`config.mk`:
```
export PLATFORM = sky130hd
export DESIGN_NAME = vreg_softstart
export DESIGN_NICKNAME = d
export VERILOG_FILES = /design/src/rtl/vreg_ss_pkg.sv /design/src/rtl/vreg_ss_enable.sv /design/src/rtl/vreg_ss_ramp.sv /design/src/rtl/vreg_ss_offset.sv /design/src/rtl/vreg_softstart.sv
export SDC_FILE = /design/constraint.sdc
export NUM_CORES = 1
export LEC_CHECK = 0
export BUFFER_PORTS_ARGS = -buffer_cell sky130_fd_sc_hd__buf_2
export CORE_ASPECT_RATIO = 1.1
export CORE_UTILIZATION = 25
export CTS_CLUSTER_DIAMETER = 30
export DETAILED_ROUTE_END_ITERATION = 10
export SLEW_MARGIN = 20
export SYNTH_ARGS = -nofsm -noshare
export SYNTH_HDL_FRONTEND = slang
export SYNTH_SLANG_ARGS = --single-unit
```
`constraint.sdc`:
```
create_clock -name clk -period 1.8 [get_ports clk]
set_input_delay 0.36 -clock clk [delete_from_list [all_inputs] [get_ports clk]]
set_output_delay 0.36 -clock clk [all_outputs]
set_load 0.05 [all_outputs]
```
`src/rtl/vreg_ss_pkg.sv`:
```
package vreg_ss_pkg;
  localparam int VID_W = 6;

  typedef enum logic [1:0] {
    SS_OFF   = 2'd0,
    SS_DELAY = 2'd1,
    SS_RAMP  = 2'd2,
    SS_DONE  = 2'd3
  } ss_state_e;

  // switching cycles per offset LSB during the decay
  function automatic int ofs_step_div(input int cyc, input int mx);
    int d;
    d = (mx < 1) ? cyc : cyc / mx;
    return (d < 1) ? 1 : d;
  endfunction

  function automatic int cnt_width(input int n);
    return (n > 1) ? $clog2(n) : 1;
  endfunction

  function automatic logic vid_noload(input logic [VID_W-1:0] v);
    return &v;
  endfunction
endpackage

```
`src/rtl/vreg_ss_enable.sv`:
```
module vreg_ss_enable
  import vreg_ss_pkg::*;
#(
  parameter int NL_DLY = 2
) (
  input  logic             clk,
  input  logic             rst_n,
  input  logic             supply_ok,
  input  logic             en_cmp,
  input  logic             en_logic,
  input  logic [VID_W-1:0] vid,
  output logic             start_ok,
  output logic             stop_req
);
  localparam int NL_W = cnt_width(NL_DLY + 1);

  logic [NL_W-1:0] nl_cnt;
  logic            nl_now;
  logic            nl_hit;

  assign nl_now = vid_noload(vid);
  assign nl_hit = nl_now && (nl_cnt == NL_W'(NL_DLY));

  always_ff @(posedge clk) begin
    if (!rst_n) begin
      nl_cnt <= '0;
    end else if (!nl_now) begin
      nl_cnt <= '0;
    end else if (nl_cnt != NL_W'(NL_DLY)) begin
      nl_cnt <= nl_cnt + NL_W'(1);
    end
  end

  assign start_ok = supply_ok && en_cmp && en_logic && !nl_now;
  assign stop_req = !supply_ok || !en_cmp || !en_logic || nl_hit;
endmodule

```
`src/rtl/vreg_ss_ramp.sv`:
```
module vreg_ss_ramp
  import vreg_ss_pkg::*;
#(
  parameter int DLY_CYC = 64
) (
  input  logic             clk,
  input  logic             rst_n,
  input  logic             start_ok,
  input  logic             stop_req,
  input  logic             sw_tick,
  input  logic             step_tick,
  input  logic             prebias_ok,
  input  logic [VID_W-1:0] vid,
  output ss_state_e        st,
  output logic [VID_W-1:0] ref_code,
  output logic             pwm_rel
);
  localparam int DLY_W = cnt_width(DLY_CYC);

  logic [DLY_W-1:0] dly_cnt;
  logic [VID_W-1:0] tgt;
  logic             dly_last;

  assign dly_last = sw_tick && (dly_cnt == DLY_W'(DLY_CYC - 1));

  always_ff @(posedge clk) begin
    if (!rst_n) begin
      st       <= SS_OFF;
      dly_cnt  <= '0;
      ref_code <= '0;
      tgt      <= '0;
      pwm_rel  <= 1'b0;
    end else if (stop_req) begin
      st       <= SS_OFF;
      dly_cnt  <= '0;
      ref_code <= '0;
      pwm_rel  <= 1'b0;
    end else begin
      case (st)
        SS_OFF: begin
          if (start_ok) begin
            st      <= SS_DELAY;
            tgt     <= vid;
            dly_cnt <= '0;
          end
        end
        SS_DELAY: begin
          if (dly_last) begin
            st <= SS_RAMP;
          end else if (sw_tick) begin
            dly_cnt <= dly_cnt + DLY_W'(1);
          end
        end
        SS_RAMP: begin
          if (prebias_ok) pwm_rel <= 1'b1;
          if (ref_code == tgt) begin
            st <= SS_DONE;
          end else if (step_tick) begin
            ref_code <= ref_code + VID_W'(1);
          end
        end
        default: ;
      endcase
    end
  end
endmodule

```
`src/rtl/vreg_ss_offset.sv`:
```
module vreg_ss_offset
  import vreg_ss_pkg::*;
#(
  parameter int OFS_MAX = 8,
  parameter int OFS_CYC = 640,
  localparam int OFS_W  = cnt_width(OFS_MAX + 1)
) (
  input  logic             clk,
  input  logic             rst_n,
  input  logic             run,
  input  logic             sw_tick,
  output logic [OFS_W-1:0] offset_code
);
  localparam int DIV   = ofs_step_div(OFS_CYC, OFS_MAX);
  localparam int DIV_W = cnt_width(DIV);

  logic [DIV_W-1:0] div_cnt;

  always_ff @(posedge clk) begin
    if (!rst_n || !run) begin
      offset_code <= OFS_W'(OFS_MAX);
      div_cnt     <= '0;
    end else if (sw_tick && (offset_code != '0)) begin
      if (div_cnt == DIV_W'(DIV - 1)) begin
        offset_code <= offset_code - OFS_W'(1);
        div_cnt     <= '0;
      end else begin
        div_cnt <= div_cnt + DIV_W'(1);
      end
    end
  end
endmodule

```
`src/rtl/vreg_softstart.sv`:
```
module vreg_softstart
  import vreg_ss_pkg::*;
#(
  parameter int DLY_CYC = 64,
  parameter int OFS_MAX = 8,
  parameter int OFS_CYC = 640,
  parameter int NL_DLY  = 2
) (
  input  logic                           clk,
  input  logic                           rst_n,
  input  logic                           supply_ok,
  input  logic                           en_cmp,
  input  logic                           en_logic,
  input  logic [VID_W-1:0]               vid,
  input  logic                           sw_tick,
  input  logic                           step_tick,
  input  logic                           prebias_ok,
  output logic [VID_W-1:0]               ref_code,
  output logic [$clog2(OFS_MAX+1)-1:0]   offset_code,
  output logic                           pwm_hiz,
  output logic                           ss_done
);
  ss_state_e st;
  logic      start_ok;
  logic      stop_req;
  logic      pwm_rel;
  // named events for the checker
  logic      delay_active;
  logic      run_active;

  vreg_ss_enable #(.NL_DLY(NL_DLY)) u_enable (
    .clk(clk), .rst_n(rst_n), .supply_ok(supply_ok), .en_cmp(en_cmp),
    .en_logic(en_logic), .vid(vid), .start_ok(start_ok), .stop_req(stop_req)
  );

  vreg_ss_ramp #(.DLY_CYC(DLY_CYC)) u_ramp (
    .clk(clk), .rst_n(rst_n), .start_ok(start_ok), .stop_req(stop_req),
    .sw_tick(sw_tick), .step_tick(step_tick), .prebias_ok(prebias_ok),
    .vid(vid), .st(st), .ref_code(ref_code), .pwm_rel(pwm_rel)
  );

  assign delay_active = (st == SS_DELAY);
  assign run_active   = (st == SS_RAMP) || (st == SS_DONE);

  vreg_ss_offset #(.OFS_MAX(OFS_MAX), .OFS_CYC(OFS_CYC)) u_offset (
    .clk(clk), .rst_n(rst_n), .run(run_active && !stop_req),
    .sw_tick(sw_tick), .offset_code(offset_code)
  );

  assign ss_done = (st == SS_DONE);
  assign pwm_hiz = !(pwm_rel || ss_done);
endmodule

```
==> flow_summary.toml <==
[power]
p_per_area_mw_per_mm2 = 648.4
ir_drop_uv = 534.5
leakage_uw = 0.0008043

[route]
ant_nets = 0
wl_um = 3660
initialDrtViolationCount = 29
via_per_inst = 4.742
drc_errors = 0
dr_wl_met2_um = 1677
wl_met1_um = 1762
met3_length_um = 120
wl_per_cell_um = 11.37
top_layer = "met4"
firstDrtPassIters = 4
dr_total_vias = 1527

[sta]
slew_headroom_pct = 74.90
finalSetupViolCount = 0
period_share_pct = 93.95
post-route-min-period_ns = 1.691
slew_viol_final = 0
fmax_mhz = 591.4
skew_ns = 0.005904
tns_ns = 0
rsz0062_at_grt = "false"
finalHoldViolations = 0
worst_pin_slew_ns = 0.3765

[place]
gp_congestion = 0.7414
place_hpwl_um = 2734
port_buffers = 25
post-place-cells = 312

[clock_network]
numCtsBuffers = 5
cts_tree = "built"
postCtsHoldBufs = 0
htree_levels = 2
cts-root-buf = "clkbuf_8"
clk_latency_ns = 0.29
clk_pin_slew_ns = 0.07
ctsLongestPathBuffers = 2
numClockSinks = 34

[worst_hold_path]
min_path_type = "in2reg"
holdPathStages = 3

[cells_and_area]
syn_to_final_growth_pct = 20.61
fin_util_pct = 31.00
mostFrequentLayoutCells = "dfxtp_1, buf_2, nor2_1, nand2_1, a21oi_1"
register_area_sq_um = 686.9
layout_commonest_cell = "dfxtp_1"
multi_input_area_sq_mm = 0.001065
nets = 259
stdcell_count = 322
drive_gt1_share_pct = 25.32
fill_cells = 747
diodes = 0

[logic_synthesis]
synth_xor_area_share_pct = 6.359
synth_largest_area_cell = "dfxtp_1"
synth_warnings = 0
synth_area_sq_mm = 0.001790
syn_nets = 225
synth_top_family_by_area = "simple AND/OR/NAND/NOR gates"
synth_edf_count = 0
synthFlopType = "dfxtp_1"
syn_area_per_cell_sq_um = 8.864
ys_types = 42
synth.area.mux_share_pct = 4.472
ys_top_cells_by_area = "dfxtp_1, ha_1, mux2i_1, a21oi_1, nor2_1"
synth-async-reset-ratio_pct = 0
synthAdderAreaFrac_pct = 6.289
yosys.area_share.simple_pct = 23.97
synth-compound-area-share_pct = 16.98
ys_seq_elements = 34
ys_seq_area_share_pct = 38.02
synthCells = 202
synth_top_area_share_pct = 38.02

[critical_path]
required_ns = 1.97
critPathMaxFanout = 4
crit_path_end_kind = "flop"
reg2reg_depth = 9
cp.arrival_ns = 1.86
worstSetupPathType = "reg2reg"
cp-start-kind = "flop"

[die]
num_io_pins = 26
rows = 32
fp.dieW_um = 82.69
core_sq_mm = 0.006967
initial_core_util_pct = 25.70
die-area_sq_mm = 0.007505
dieHeight_um = 90.76

[grt]
grt_pass1_wl_um = 6196
antenna_found_initial = 0
grt_max_degree = 14
grt_pass1_vias = 1396
track_usage_pct = 10.71
grt_remaining_overflow = 0

[flow_run]
drv_cap = 0

[run_status]
outcome = "finished, final reports clean"
[kinds of logic (layout without fill, tap and decap cells)]
| logic type | Yosys count | in the layout |
|---|---|---|
| compound gates | 42 | 42 |
| xor+xnor | 13 | 13 |
| fa+ha+maj | 9 | 9 |
| buf+inv | 14 | 49 |
| flops | 34 | 34 |
| mux | 8 | 8 |
| simple gates | 82 | 82 |
[cell type report]
class / count / share of cell area, %
clock buffer: 5 / 3.187
clock inverter: 3 / 0.9849
inverter: 9 / 1.564
multi-input combinational: 154 / 49.30
sequential: 34 / 31.81
tap: 85 / 4.925
timing repair buffer: 32 / 8.227
[synth_stat cells (all sizes together) (5+ instances only)]
library cell	count
nand2	16
xnor2	7
ha	9
dfxtp	34
o21ai	6
inv	9
or3	6
nand4	8
nor2	17
mux2i	8
o31ai	5
and3	5
a21oi	14
nor2b	8
nand3	8
xor2	6
buf	5
nand2b	5
[sequential cells by signal (all words and copies together) (netlist names)]
name,cells
u_ramp.pwm_rel,1
u_offset.div_cnt,7
u_enable.nl_cnt,2
u_ramp.ref_code,6
u_ramp.st,2
u_offset.offset_code,4
u_ramp.tgt,6
u_ramp.dly_cnt,6
[per-layer routing]
metal | global-route usage [%] | vias to the layer above
met5 | 0 | -
met1 | 13.51 | 702
met3 | 2.424 | 8
li1 | - | 787
met4 | 5.747 | 0
met2 | 16.53 | 30
[worst paths after layout]
path	start	slack, ns	endpoint
max	u_offset.offset_code[1]	0.11	u_offset.offset_code[1]
min	prebias_ok	0.30	u_ramp.pwm_rel
max reg2reg	u_offset.offset_code[1]	0.11	u_offset.offset_code[1]
min reg2reg	u_ramp.dly_cnt[1]	0.47	u_ramp.dly_cnt[1]
[metrics by stage]
| stage | area (sq um) | setup WS [ns] | power, uW | hold WS (ns) |
|---|---|---|---|---|
| after CTS | 2122 | 0.08578 | 1422 | 0.3015 |
| after detailed placement | 2032 | 0.1058 | 852.5 | 0.4659 |
| after floorplan | 1799 | 0.01118 | 820.2 | 0.4460 |
| after global placement | 2032 | 0.1326 | 852.0 | 0.4607 |
| after global routing | 2160 | 0.002184 | 1466 | 0.3239 |
| final | 2160 | 0.1090 | 1400 | 0.3044 |
[repair_timing]
action | in CTS | in global routing
setup endpoints to repair | 0 | 6
setup buffers | 0 | 2
gates resized for setup | 0 | 7
[critical path: stages, from the launching register on]
cell	delay, ns
dfxtp_2	0.34
inv_1	0.05
ha_2	0.17
or3b_4	0.40
nand4_1	0.15
buf_4	0.15
buf_4	0.11
nor2_1	0.04
a21oi_1	0.12
nor2_1	0.05
[report_power, final]
part	switching (uW)	total, uW	internal (uW)	leakage (uW)
combinational	42.7	76.7	34.0	0.000483
clock	292	564	271	0.0000441
sequential	3.41	760	756	0.000277
(Power assumes the default switching activity.)
